**src/rtl/elev_call_pkg.sv**
```systemverilog
package elev_call_pkg;

  // Relation of one floor index to the car's present floor.
  typedef enum logic [1:0] {
    REL_NONE  = 2'b00,
    REL_ABOVE = 2'b01,
    REL_BELOW = 2'b10,
    REL_HERE  = 2'b11
  } floor_rel_e;

  function automatic int unsigned idx_width(input int unsigned n);
    return (n <= 2) ? 1 : $clog2(n);
  endfunction

endpackage

```
**src/rtl/call_serve_timer.sv**
```systemverilog
module call_serve_timer #(
  parameter int unsigned FLOOR_W      = 3,
  parameter int unsigned SERVE_CYCLES = 4
) (
  input  logic               clk,
  input  logic               rst_n,
  input  logic [FLOOR_W-1:0] cur_floor,
  output logic               serve_ok
);

  localparam int unsigned CNT_W = $clog2(SERVE_CYCLES + 2);
  localparam logic [CNT_W-1:0] CNT_LIM = CNT_W'(SERVE_CYCLES);

  logic [FLOOR_W-1:0] last_q, last_d;
  logic [CNT_W-1:0]   cnt_q, cnt_d;
  logic               moved;
  logic               cnt_en;

  always_comb begin
    moved  = (cur_floor != last_q);
    last_d = cur_floor;
    cnt_en = moved || (cnt_q < CNT_LIM);
    cnt_d  = cnt_q;
    if (moved) begin
      cnt_d = '0;
    end else if (cnt_q < CNT_LIM) begin
      cnt_d = cnt_q + CNT_W'(1);
    end
    serve_ok = !moved && (cnt_q == CNT_LIM);
  end

  always_ff @(posedge clk or negedge rst_n) begin
    if (!rst_n) begin
      last_q <= '0;
    end else begin
      last_q <= last_d;
    end
  end

  always_ff @(posedge clk or negedge rst_n) begin
    if (!rst_n) begin
      cnt_q <= '0;
    end else if (cnt_en) begin
      cnt_q <= cnt_d;
    end
  end

  AST_CNT_BOUND: assert property (@(posedge clk) disable iff (!rst_n)
    cnt_q <= CNT_LIM);

  AST_MOVE_RESTARTS: assert property (@(posedge clk) disable iff (!rst_n)
    (cur_floor != last_q) |=> (cnt_q == '0));

endmodule

```
**src/rtl/call_latch_bank.sv**
```systemverilog
module call_latch_bank #(
  parameter int unsigned NUM_FLOORS = 8
) (
  input  logic                  clk,
  input  logic                  rst_n,
  input  logic [NUM_FLOORS-1:0] call_btn,
  input  logic [NUM_FLOORS-1:0] at_floor,
  input  logic                  serve_ok,
  output logic [NUM_FLOORS-1:0] pend_q
);

  logic [NUM_FLOORS-1:0] pend_d;
  logic [NUM_FLOORS-1:0] pend_en;

  for (genvar i = 0; i < NUM_FLOORS; i++) begin : g_floor
    logic do_set;
    logic do_flush;

    always_comb begin
      do_set     = call_btn[i] && !at_floor[i];
      do_flush   = at_floor[i] && serve_ok;
      pend_en[i] = do_set || do_flush;
      pend_d[i]  = do_set;
    end

    always_ff @(posedge clk or negedge rst_n) begin
      if (!rst_n) begin
        pend_q[i] <= 1'b0;
      end else if (pend_en[i]) begin
        pend_q[i] <= pend_d[i];
      end
    end

    AST_SET_AWAY: assert property (@(posedge clk) disable iff (!rst_n)
      (call_btn[i] && !at_floor[i]) |=> pend_q[i]);

    AST_HOLD_IDLE: assert property (@(posedge clk) disable iff (!rst_n)
      (!call_btn[i] && !at_floor[i]) |=> $stable(pend_q[i]));

    AST_NO_SET_HERE: assert property (@(posedge clk) disable iff (!rst_n)
      (at_floor[i] && !pend_q[i]) |=> !pend_q[i]);

    AST_FLUSH_SERVED: assert property (@(posedge clk) disable iff (!rst_n)
      $fell(pend_q[i]) |-> $past(at_floor[i] && serve_ok));
  end

endmodule

```
**src/rtl/call_locator.sv**
```systemverilog
module call_locator
  import elev_call_pkg::*;
#(
  parameter int unsigned NUM_FLOORS = 8,
  parameter int unsigned FLOOR_W    = 3
) (
  input  logic [NUM_FLOORS-1:0] pend,
  input  logic [FLOOR_W-1:0]    cur_floor,
  output logic [NUM_FLOORS-1:0] at_floor,
  output logic                  any_above,
  output logic                  any_below,
  output logic                  any_here
);

  floor_rel_e            rel [NUM_FLOORS];
  logic [NUM_FLOORS-1:0] hit_above;
  logic [NUM_FLOORS-1:0] hit_below;
  logic [NUM_FLOORS-1:0] hit_here;

  for (genvar i = 0; i < NUM_FLOORS; i++) begin : g_cmp
    localparam logic [FLOOR_W-1:0] MY_IDX = FLOOR_W'(i);

    always_comb begin
      if (MY_IDX > cur_floor) begin
        rel[i] = REL_ABOVE;
      end else if (MY_IDX < cur_floor) begin
        rel[i] = REL_BELOW;
      end else begin
        rel[i] = REL_HERE;
      end
      at_floor[i]  = (rel[i] == REL_HERE);
      hit_above[i] = pend[i] && (rel[i] == REL_ABOVE);
      hit_below[i] = pend[i] && (rel[i] == REL_BELOW);
      hit_here[i]  = pend[i] && (rel[i] == REL_HERE);
    end
  end

  always_comb begin
    any_above = |hit_above;
    any_below = |hit_below;
    any_here  = |hit_here;
  end

  always_comb begin
    if (int'(cur_floor) < NUM_FLOORS) begin
      AST_ONE_MATCH: assert ($onehot(at_floor));
    end
  end

endmodule

```
**src/rtl/floor_call_tracker.sv**
```systemverilog
module floor_call_tracker
  import elev_call_pkg::*;
#(
  parameter int unsigned NUM_FLOORS   = 8,
  parameter int unsigned SERVE_CYCLES = 4,
  localparam int unsigned FLOOR_W     = idx_width(NUM_FLOORS)
) (
  input  logic                  clk,
  input  logic                  rst_n,
  input  logic [NUM_FLOORS-1:0] call_btn,
  input  logic [FLOOR_W-1:0]    cur_floor,
  output logic [NUM_FLOORS-1:0] pending,
  output logic                  call_above,
  output logic                  call_below,
  output logic                  call_here
);

  logic [NUM_FLOORS-1:0] at_floor;
  logic                  serve_ok;

  call_serve_timer #(
    .FLOOR_W      (FLOOR_W),
    .SERVE_CYCLES (SERVE_CYCLES)
  ) u_timer (
    .clk       (clk),
    .rst_n     (rst_n),
    .cur_floor (cur_floor),
    .serve_ok  (serve_ok)
  );

  call_latch_bank #(
    .NUM_FLOORS (NUM_FLOORS)
  ) u_bank (
    .clk      (clk),
    .rst_n    (rst_n),
    .call_btn (call_btn),
    .at_floor (at_floor),
    .serve_ok (serve_ok),
    .pend_q   (pending)
  );

  call_locator #(
    .NUM_FLOORS (NUM_FLOORS),
    .FLOOR_W    (FLOOR_W)
  ) u_loc (
    .pend      (pending),
    .cur_floor (cur_floor),
    .at_floor  (at_floor),
    .any_above (call_above),
    .any_below (call_below),
    .any_here  (call_here)
  );

  AST_FLAGS_NEED_CALL: assert property (@(posedge clk) disable iff (!rst_n)
    (pending == '0) |-> !(call_above || call_below || call_here));

  AST_NO_SERVE_ON_MOVE: assert property (@(posedge clk) disable iff (!rst_n)
    !$stable(cur_floor) |-> !serve_ok);

  AST_HERE_MEANS_PENDING: assert property (@(posedge clk) disable iff (!rst_n)
    call_here |-> (pending != '0));

endmodule

```
**config.mk**
```make
export PLATFORM = sky130hd
export DESIGN_NAME = floor_call_tracker
export DESIGN_NICKNAME = d
export VERILOG_FILES = /design/src/rtl/elev_call_pkg.sv /design/src/rtl/call_serve_timer.sv /design/src/rtl/call_latch_bank.sv /design/src/rtl/call_locator.sv /design/src/rtl/floor_call_tracker.sv
export SDC_FILE = /design/constraint.sdc
export NUM_CORES = 1
export LEC_CHECK = 0
export BUFFER_PORTS_ARGS = -buffer_cell sky130_fd_sc_hd__buf_2
export CAP_MARGIN = 10
export CORE_MARGIN = 3
export CORE_UTILIZATION = 30
export CTS_CLUSTER_SIZE = 28
export DETAILED_ROUTE_END_ITERATION = 12
export SYNTH_ARGS = -nofsm -noshare
export SYNTH_HDL_FRONTEND = slang
export SYNTH_SLANG_ARGS = --single-unit
export TNS_END_PERCENT = 100
```
**constraint.sdc**
```tcl
create_clock -name clk -period 1.4 [get_ports clk]
set_clock_uncertainty 0.1 [all_clocks]
set_input_delay 0.07 -clock clk [delete_from_list [all_inputs] [get_ports clk]]
set_output_delay 0.07 -clock clk [all_outputs]
set_load 0.005 [all_outputs]
```
* Word level (Yosys, flattened, before mapping)
Index checks and enable logic that the tools add are counted.
Storage, ports and cells: bits in registers 14, input port bits 13, logic and storage cells 136
Operators by class: add/sub/neg operators 1, magnitude comparators 17, equality and inequality tests 26, multiplexer cells 18, reductions and logical operators 64
Operator list (count):
- logical AND 1 bit | 41
- equality test 2 bit (second input constant) | 16
- OR reduction 8 bit | 3
- equality test 2 x 1 -> 1 bit (second input constant) | 8
- 2-to-1 mux 2 bit | 8
- greater-than comparator 3 bit (first input constant) | 4
- < comparator 3 bit (first input constant) | 4
- logical NOT 1 bit | 9
- logical OR 1 bit | 9
- 2-to-1 mux 1 bit | 8
- greater-than comparator 1 x 3 -> 1 bit (first input constant) | 2
- greater-than comparator 2 x 3 -> 1 bit (first input constant) | 2
- < comparator 1 x 3 -> 1 bit (first input constant) | 2
- < comparator 2 x 3 -> 1 bit (first input constant) | 2
- 2-to-1 mux 3 bit | 2
- adder 3 x 1 -> 3 bit (second input constant) | 1
- equality test 3 bit (second input constant) | 1
- < comparator 3 bit (second input constant) | 1
- inequality test 3 bit | 1
- AND reduction 2 bit | 1
- nonzero test 2 bit | 1

* Logic depth before layout (Yosys ltp)
Gate-level depths: netlist of run 1.
word-level depth 7, depth in mapped cells 6

* By module
Synthesis of run 1 repeated with hierarchy kept, for this count alone.
Unflattened totals: cell total of the unflattened synthesis 98, area, all modules 899.6 µm²
Modules (own cells, without submodules):
- call_latch_bank | times used 1, cells an instance 33, area an instance 371.6 µm²
- call_locator | times used 1, cells an instance 44, area an instance 267.8 µm²
- call_serve_timer | times used 1, cells an instance 21, area an instance 260.2 µm²

* Worst setup path after synthesis of run 1
OpenSTA, ideal clock, no wires.
kind reg2reg, start point reg u_timer.cnt_q[0], end point reg u_bank.pend_q[6], library setup time 119 ps, data arrival time 1091 ps, data required time 1181 ps, slack 90 ps, cell stages (with the launch flop) 7, buffers on the path 0, clock period less this slack 1310 ps, cells stage by stage dfrtp_1 > inv_1 > ha_1 > nand2_1 > nand4b_2 > o21ai_1 > nand2_1
Between the ends: longest elaborated chain between the ends 4
RTL lines:
- from (decl) | line call_serve_timer.sv:15 | logic [CNT_W-1:0] cnt_q, cnt_d;
- from (signal assigned) | line call_serve_timer.sv:44 | cnt_q <= cnt_d;
- equality test 3 bit | line call_serve_timer.sv:29 | serve_ok = !moved && (cnt_q == CNT_LIM);
- logical AND 1 bit | line call_serve_timer.sv:29
- logical AND 1 bit | line call_latch_bank.sv:21 | do_flush = at_floor[i] && serve_ok;
- logical OR 1 bit | line call_latch_bank.sv:22 | pend_en[i] = do_set || do_flush;
- to (signal, indexed assignment) | line call_latch_bank.sv:30 | pend_q[i] <= pend_d[i];
- to (decl) | line call_latch_bank.sv:9 | output logic [NUM_FLOORS-1:0] pend_q
No other way between the ends. A chain may end at the register's enable or synchronous reset.

* Worst setup path after layout of run 1
start point reg u_bank.pend_q[7], end point out call_above
Between the ends: longest elaborated chain between the ends 2
RTL lines:
- logical AND 1 bit | line call_locator.sv:32 | hit_above[i] = pend[i] && (rel[i] == REL_ABOVE);
- OR reduction 8 bit | line call_locator.sv:39 | any_above = |hit_above;
- to (decl) | line floor_call_tracker.sv:13 | output logic call_above,
No other way between the ends.

==> results.tsv, run 1 <==
metric	value	unit
first_iter_violations	60	
hpwl	1.618	mm
violations	setup timing	
grt.total_usage	0.1470	
antenna_left	0	
cts_sinks	14	
die_y	58.07	um
cts_max_path_buffers	2	
status	complete, but fails checks	
drc	0	
fin_util	0.5208	
synth_cells	87	
cts-root-buf	clkbuf_4	
core_area	2522	um^2
required	1230	ps
critPathArrivalTime	1530	ps
ios	24	
max_freq	590.0	MHz
p_sw_frac	0.2701	
combPwrFrac	0.166	
nets	158	
seqPwrFrac	0.473	
port_buffers	23	
tns	-799.8	ps
fin_area	1314	um^2
drive_gt1_frac	0.4507	
crit_fanout	4	
hold_class	in -> reg	
rsz0062_at_grt	true	
antenna_cells	0	
start_util	0.3224	
startpoint_type	flop	
top_layer_used	met4	
setup_slack	-295.0	ps
critical_path_class	reg -> out	
clockPowerShare	0.361	
syn_to_final_growth	61.54	%
wl_met2	1.144	mm
synth_area_per_cell	9.348	um^2
ys.flop_type	dfrtp_1	
overflow	0	
hold_viol_final	0	
finalMaxSlewViolations	0	
wl_met3	111	um
synth_top_cell_area_share	0.4308	
htreeDepth	1	
worstHoldPathCells	3	
whs	15.70	ps
cts_buffers	3	
clk_latency	300	ps
yosysTopAreaCell	dfrtp_1	
netlist_area	813.3	um^2
p_leak	0.5943	nW
r2r_end	u_bank.pend_q[0]$_DFFE_PN0P_	
hold-path-endpoint	u_bank.pend_q[3]$_DFFE_PN0P_	
min_from	cur_floor[2]	
p_switching	0.2376	mW
grt_max_degree	15	
synth_cell_types	30	
rr_startpoint	u_timer.last_q[2]$_DFF_PN0_	
worst_pin_slew	336.4	ps
fin_crit	1695	ps
seq_area_frac_synth	0.4308	
synth_commonest_cells	16 x nand2_1, 14 x dfrtp_1, 13 x nor2_1	
async_flop_share	1.000	
grt_pass1_wl	3.884	mm
synth.most_common_cell	nand2_1	
p_int	0.6421	mW
routed_via_density	5.087	
wl_met1	1.126	mm
ys_warn_count	0	
wl	2.407	mm
synth_edf_count	0	
reg2reg_slack	80	ps
placed_area	1050	um^2
synth-seq-cells	14	
antenna_found_initial	0	
rr_worst_depth	5	
p_per_area	669.6	nW/um^2
relSlewSlack	0.7757	
gp_congestion	0.7785	
wl_per_cell	13.99	um
cts_tree	built	
crit_path_end_kind	output pin	
fin_crit_sh	1.211	
max-cap-violations	0	
setup_viol	3	
path_clk_slew	100	ps
die_area	3372	um^2
core.rowCount	18	
first_global_vias	853	
chipWidth	58.07	um
syn_nets	102	
vdd_drop_max	0.0003876	V
synth_area_leaders	dfrtp_1 43%, nand2_1 7.4%, nor2_1 6.0%	
dr_total_vias	875	
drt_pass1_iterations	4	
==> per-stage QoR <==
stage	power (mW)	std cells	worst slack, ps
4_1_cts	0.8642	170	-268.6
6_report	0.8797	172	-295.0
3_5_place_dp	0.5352	151	16.78
5_1_grt	0.9082	172	-348.5
2_1_floorplan	0.4856	87	89.67
3_3_place_gp	0.5313	151	20.86
==> power groups by stage <==
| stage | Combinational (mW) | Sequential (mW) | Clock [mW] |
|---|---|---|---|
| finish | 0.146 | 0.416 | 0.318 |
| global route | 0.161 | 0.417 | 0.330 |
| CTS | 0.136 | 0.415 | 0.313 |
| detailed placement | 0.112 | 0.423 | 0 |
| global placement | 0.109 | 0.423 | 0 |
| floorplan | 0.0622 | 0.423 | 0 |
==> cell type report <==
class	instances	area (um^2)
clock buffers	4	36.28
fillers	229	1209
inverters	4	17.52
multi-input cells	65	471.7
flip-flops and latches	14	352.8
well taps	30	37.54
repair buffers	55	397.9
==> layout by cell type, fill, tap and decap left out, drive strengths merged <==
cell type	synthesis	layout
xor2	1	1
nor2b	1	1
buf	4	44
o21ai	2	2
a31oi	1	1
nand4b	1	1
a21o	1	1
o2bb2ai	1	1
o21bai	1	1
a211o	1	1
xnor2	3	3
clkbuf	0	4
or3	1	1
ha	2	2
o22ai	4	4
nand2	16	16
a2111oi	1	1
mux2i	1	1
nor3	1	1
dlygate4sd3	0	11
inv	4	4
a211oi	2	2
mux4	2	2
a21oi	4	4
nor2	13	13
nand3	2	2
dfrtp	14	14
o32ai	3	3
==> worst max-delay path by stage <==
stage / start / endpoint / slack (ps) / depth (start not counted)
2_1_floorplan: u_timer.cnt_q[0]$_DFFE_PN0P_ / u_bank.pend_q[6]$_DFFE_PN0P_ / 90 / 6
3_3_place_gp: u_bank.pend_q[6]$_DFFE_PN0P_ / call_above / 20 / 4
3_5_place_dp: u_bank.pend_q[6]$_DFFE_PN0P_ / call_above / 20 / 4
4_1_cts: u_bank.pend_q[6]$_DFFE_PN0P_ / call_above / -270 / 4
5_1_grt: u_bank.pend_q[6]$_DFFE_PN0P_ / call_here / -350 / 4
6_report: u_bank.pend_q[7]$_DFFE_PN0P_ / call_above / -300 / 5
==> sequential cells by signal (all words and copies together) (netlist names) <==
| name | count |
|---|---|
| u_timer.last_q | 3 |
| u_timer.cnt_q | 3 |
| u_bank.pend_q | 8 |
==> logic make-up after synthesis <==
logic type / share of synthesized area
mux: 0.06769
xor+xnor: 0.04308
flops: 0.4308
buf+inv: 0.05693
simple gates: 0.1862
fa+ha+maj: 0.03076
compound gates: 0.1846
==> per-layer routing <==
| metal | vias up | global-route usage |
|---|---|---|
| met5 | - | 0 |
| met4 | 0 | 0.04967 |
| met3 | 3 | 0.02450 |
| met2 | 31 | 0.2226 |
| met1 | 419 | 0.2119 |
| li1 | 422 | - |
==> worst max-delay path: stages, from the launching register on <==
cell     delay [ps]
dfrtp_1         450
buf_4           170
a21oi_2         130
o22ai_2          80
a211o_1         270
buf_2           120
==> what timing repair did <==
item,4_1_cts,5_1_grt
setup endpoints to repair,3,10
pin swaps,6,2
buffers inserted,4,2
hold buffers,11,0
endpoints found under the hold margin,24,0
gates resized for setup,4,12
(Power assumes the default switching activity.)
==> inputs of run 2 (changes only) <==
Settings changed: CORE_ASPECT_RATIO set to 0.6.
==> results.tsv, run 2 (same netlist as run 1, synthesis figures left out) <==
metric	value	unit	change
reg.largest.list	u_bank.pend_q: 8 flops, u_timer.cnt_q: 3 flops, u_timer.last_q: 3 flops		unchanged
most-common-layout-cells	23 x buf_2, 16 x nand2_1, 16 x buf_4		was 23 x buf_2, 17 x buf_4, 16 x nand2_1
gp_congestion	0.8045		was 0.7785
dp_cells	153		was 151
cts_sinks	14		unchanged
finalMaxSlewViolations	0		unchanged
dr_total_vias	823		was 875
chipWidth	73.22	um	was 58.07 um
wl	2.348	mm	was 2.407 mm
rsz0062_at_grt	true		unchanged
max_stage_delay	440	ps	was 450 ps
instances_no_fill	170		was 172
reg2reg_slack	60	ps	was 80 ps
clk_latency	250	ps	was 300 ps
critPathArrivalTime	1490	ps	was 1530 ps
grt_max_degree	15		unchanged
max_freq	602.9	MHz	was 590.0 MHz
hpwl	1.684	mm	was 1.618 mm
routed_via_density	4.841		was 5.087
cts_tree	built		unchanged
nets	156		was 158
setup_viol	3		unchanged
final_common_cell	buf_2		unchanged
rr_startpoint	u_timer.last_q[1]$_DFF_PN0_		was u_timer.last_q[2]$_DFF_PN0_
first_global_vias	825		was 853
max-cap-violations	0		unchanged
crit_path_end_kind	output pin		unchanged
setup.worst_path.start	u_bank.pend_q[2]$_DFFE_PN0P_		was u_bank.pend_q[7]$_DFFE_PN0P_
setup_slack	-258.7	ps	was -295.0 ps
dp_slack	-33.50	ps	was 16.78 ps
wl_per_cell	13.81	um	was 13.99 um
violations	setup timing		unchanged
core_area	2359	um^2	was 2522 um^2
p_total	0.9623	mW	was 0.8797 mW
antenna_cells	0		unchanged
antenna_found_initial	0		unchanged
antenna_left	0		unchanged
cts-root-buf	clkbuf_8		was clkbuf_4
top_register	u_bank.pend_q		unchanged
path_cells	buf_6 > mux4_2 > nor2_1 > nor2_1 > buf_2		was buf_4 > a21oi_2 > o22ai_2 > a211o_1 > buf_2
drc	0		unchanged
crit_fanout	3		was 4
ios	24		unchanged
grt.total_usage	0.1562		was 0.1470
path_clk_slew	60	ps	was 100 ps
largest_reg_flops	8		unchanged
fin_crit_sh	1.185		was 1.211
min_from	cur_floor[0]		was cur_floor[2]
hold_viol_final	0		unchanged
die_y	46.33	um	was 58.07 um
status	complete, but fails checks		unchanged
syn_to_final_growth	61.54	%	unchanged
grt_pass1_wl	3.953	mm	was 3.884 mm
core.rowCount	13		was 18
htreeDepth	1		unchanged
first_iter_violations	47		was 60
worstHoldPathCells	3		unchanged
port_buffers	23		unchanged
critical_path_class	reg -> out		unchanged
overflow	0		unchanged
startpoint_type	flop		unchanged
drt_pass1_iterations	4		unchanged
required	1230	ps	about the same
vdd_drop_max	0.0003934	V	was 0.0003876 V
cts_max_path_buffers	2		unchanged
fin_crit	1659	ps	was 1695 ps
r2r_end	u_bank.pend_q[6]$_DFFE_PN0P_		was u_bank.pend_q[0]$_DFFE_PN0P_
rr_worst_depth	4		was 5
start_util	0.3448		was 0.3224
cpMostUsedCell	nor2_1		
p_per_area	732.5	nW/um^2	was 669.6 nW/um^2
die_area	3392	um^2	was 3372 um^2
tns	-566.9	ps	was -799.8 ps
hold-path-endpoint	u_bank.pend_q[0]$_DFFE_PN0P_		was u_bank.pend_q[3]$_DFFE_PN0P_
drive_gt1_frac	0.4429		was 0.4507
worst_pin_slew	348.2	ps	was 336.4 ps
critPathSlowestCell	mux4_2		was dfrtp_1
cts_buffers	3		unchanged
hold_class	in -> reg		unchanged
relSlewSlack	0.7662		was 0.7757
p_leak	0.5973	nW	was 0.5943 nW
-- run 2: critical path, delay by kind of cell, from the launching register on --
kind | cells | cell delay, ps
DFF | 1 | 400
muxes | 1 | 440
and+or+nand+nor | 2 | 160
buffers and inverters | 2 | 250
-- run 2: routing by layer --
| layer | wire length, um | GRT usage | vias up |
|---|---|---|---|
| li1 | - | - | 416 |
| met1 | 1192 | 0.2235 | 374 |
| met2 | 951 | 0.2238 | 31 |
| met3 | 194 | 0.05664 | 2 |
| met4 | 9 | 0.03309 | 0 |
| met5 | 0 | 0 | - |
-- run 2: layout make-up --
cell class	count	area, um^2
multi-input combinational	65	473.0
fill	225	1045
clock buffer	4	55.05
timing repair buffer	53	380.4
inverter	4	17.52
sequential	14	350.3
tap	30	37.54
-- run 2: where the power goes --
group          leakage (nW)  switching, mW  internal, mW
clock network        0.0288          0.148         0.249
logic                 0.422         0.0756        0.0731
registers             0.146        0.00409         0.412
total                 0.597          0.228         0.735
-- run 2: timing repair --
action	CTS	global route
buffers inserted	1	2
endpoints found under the setup margin	4	4
pin swaps	5	8
endpoints found under the hold margin	23	0
resized for setup	8	7
hold buffers	10	0
-- run 2: worst max path at each step --
stage                                              end  slack, ps  cells past startpoint
after floorplan           u_bank.pend_q[6]$_DFFE_PN0P_         90                      6
after global placement                      call_above         -5                      4
after detailed placement  u_bank.pend_q[6]$_DFFE_PN0P_        -30                      6
after CTS                                    call_here       -270                      5
after global routing                         call_here       -320                      5
final                                        call_here       -260                      5
-- run 2: through the flow --
step           area, um^2  hold WS (ps)  utilization
2_1_floorplan       813.3        -325.6            -
3_3_place_gp         1065        -111.0       0.4515
3_5_place_dp         1065        -113.1       0.4515
4_1_cts              1264         71.46       0.5358
5_1_grt              1314         105.7       0.5570
6_report             1314         97.14       0.5570
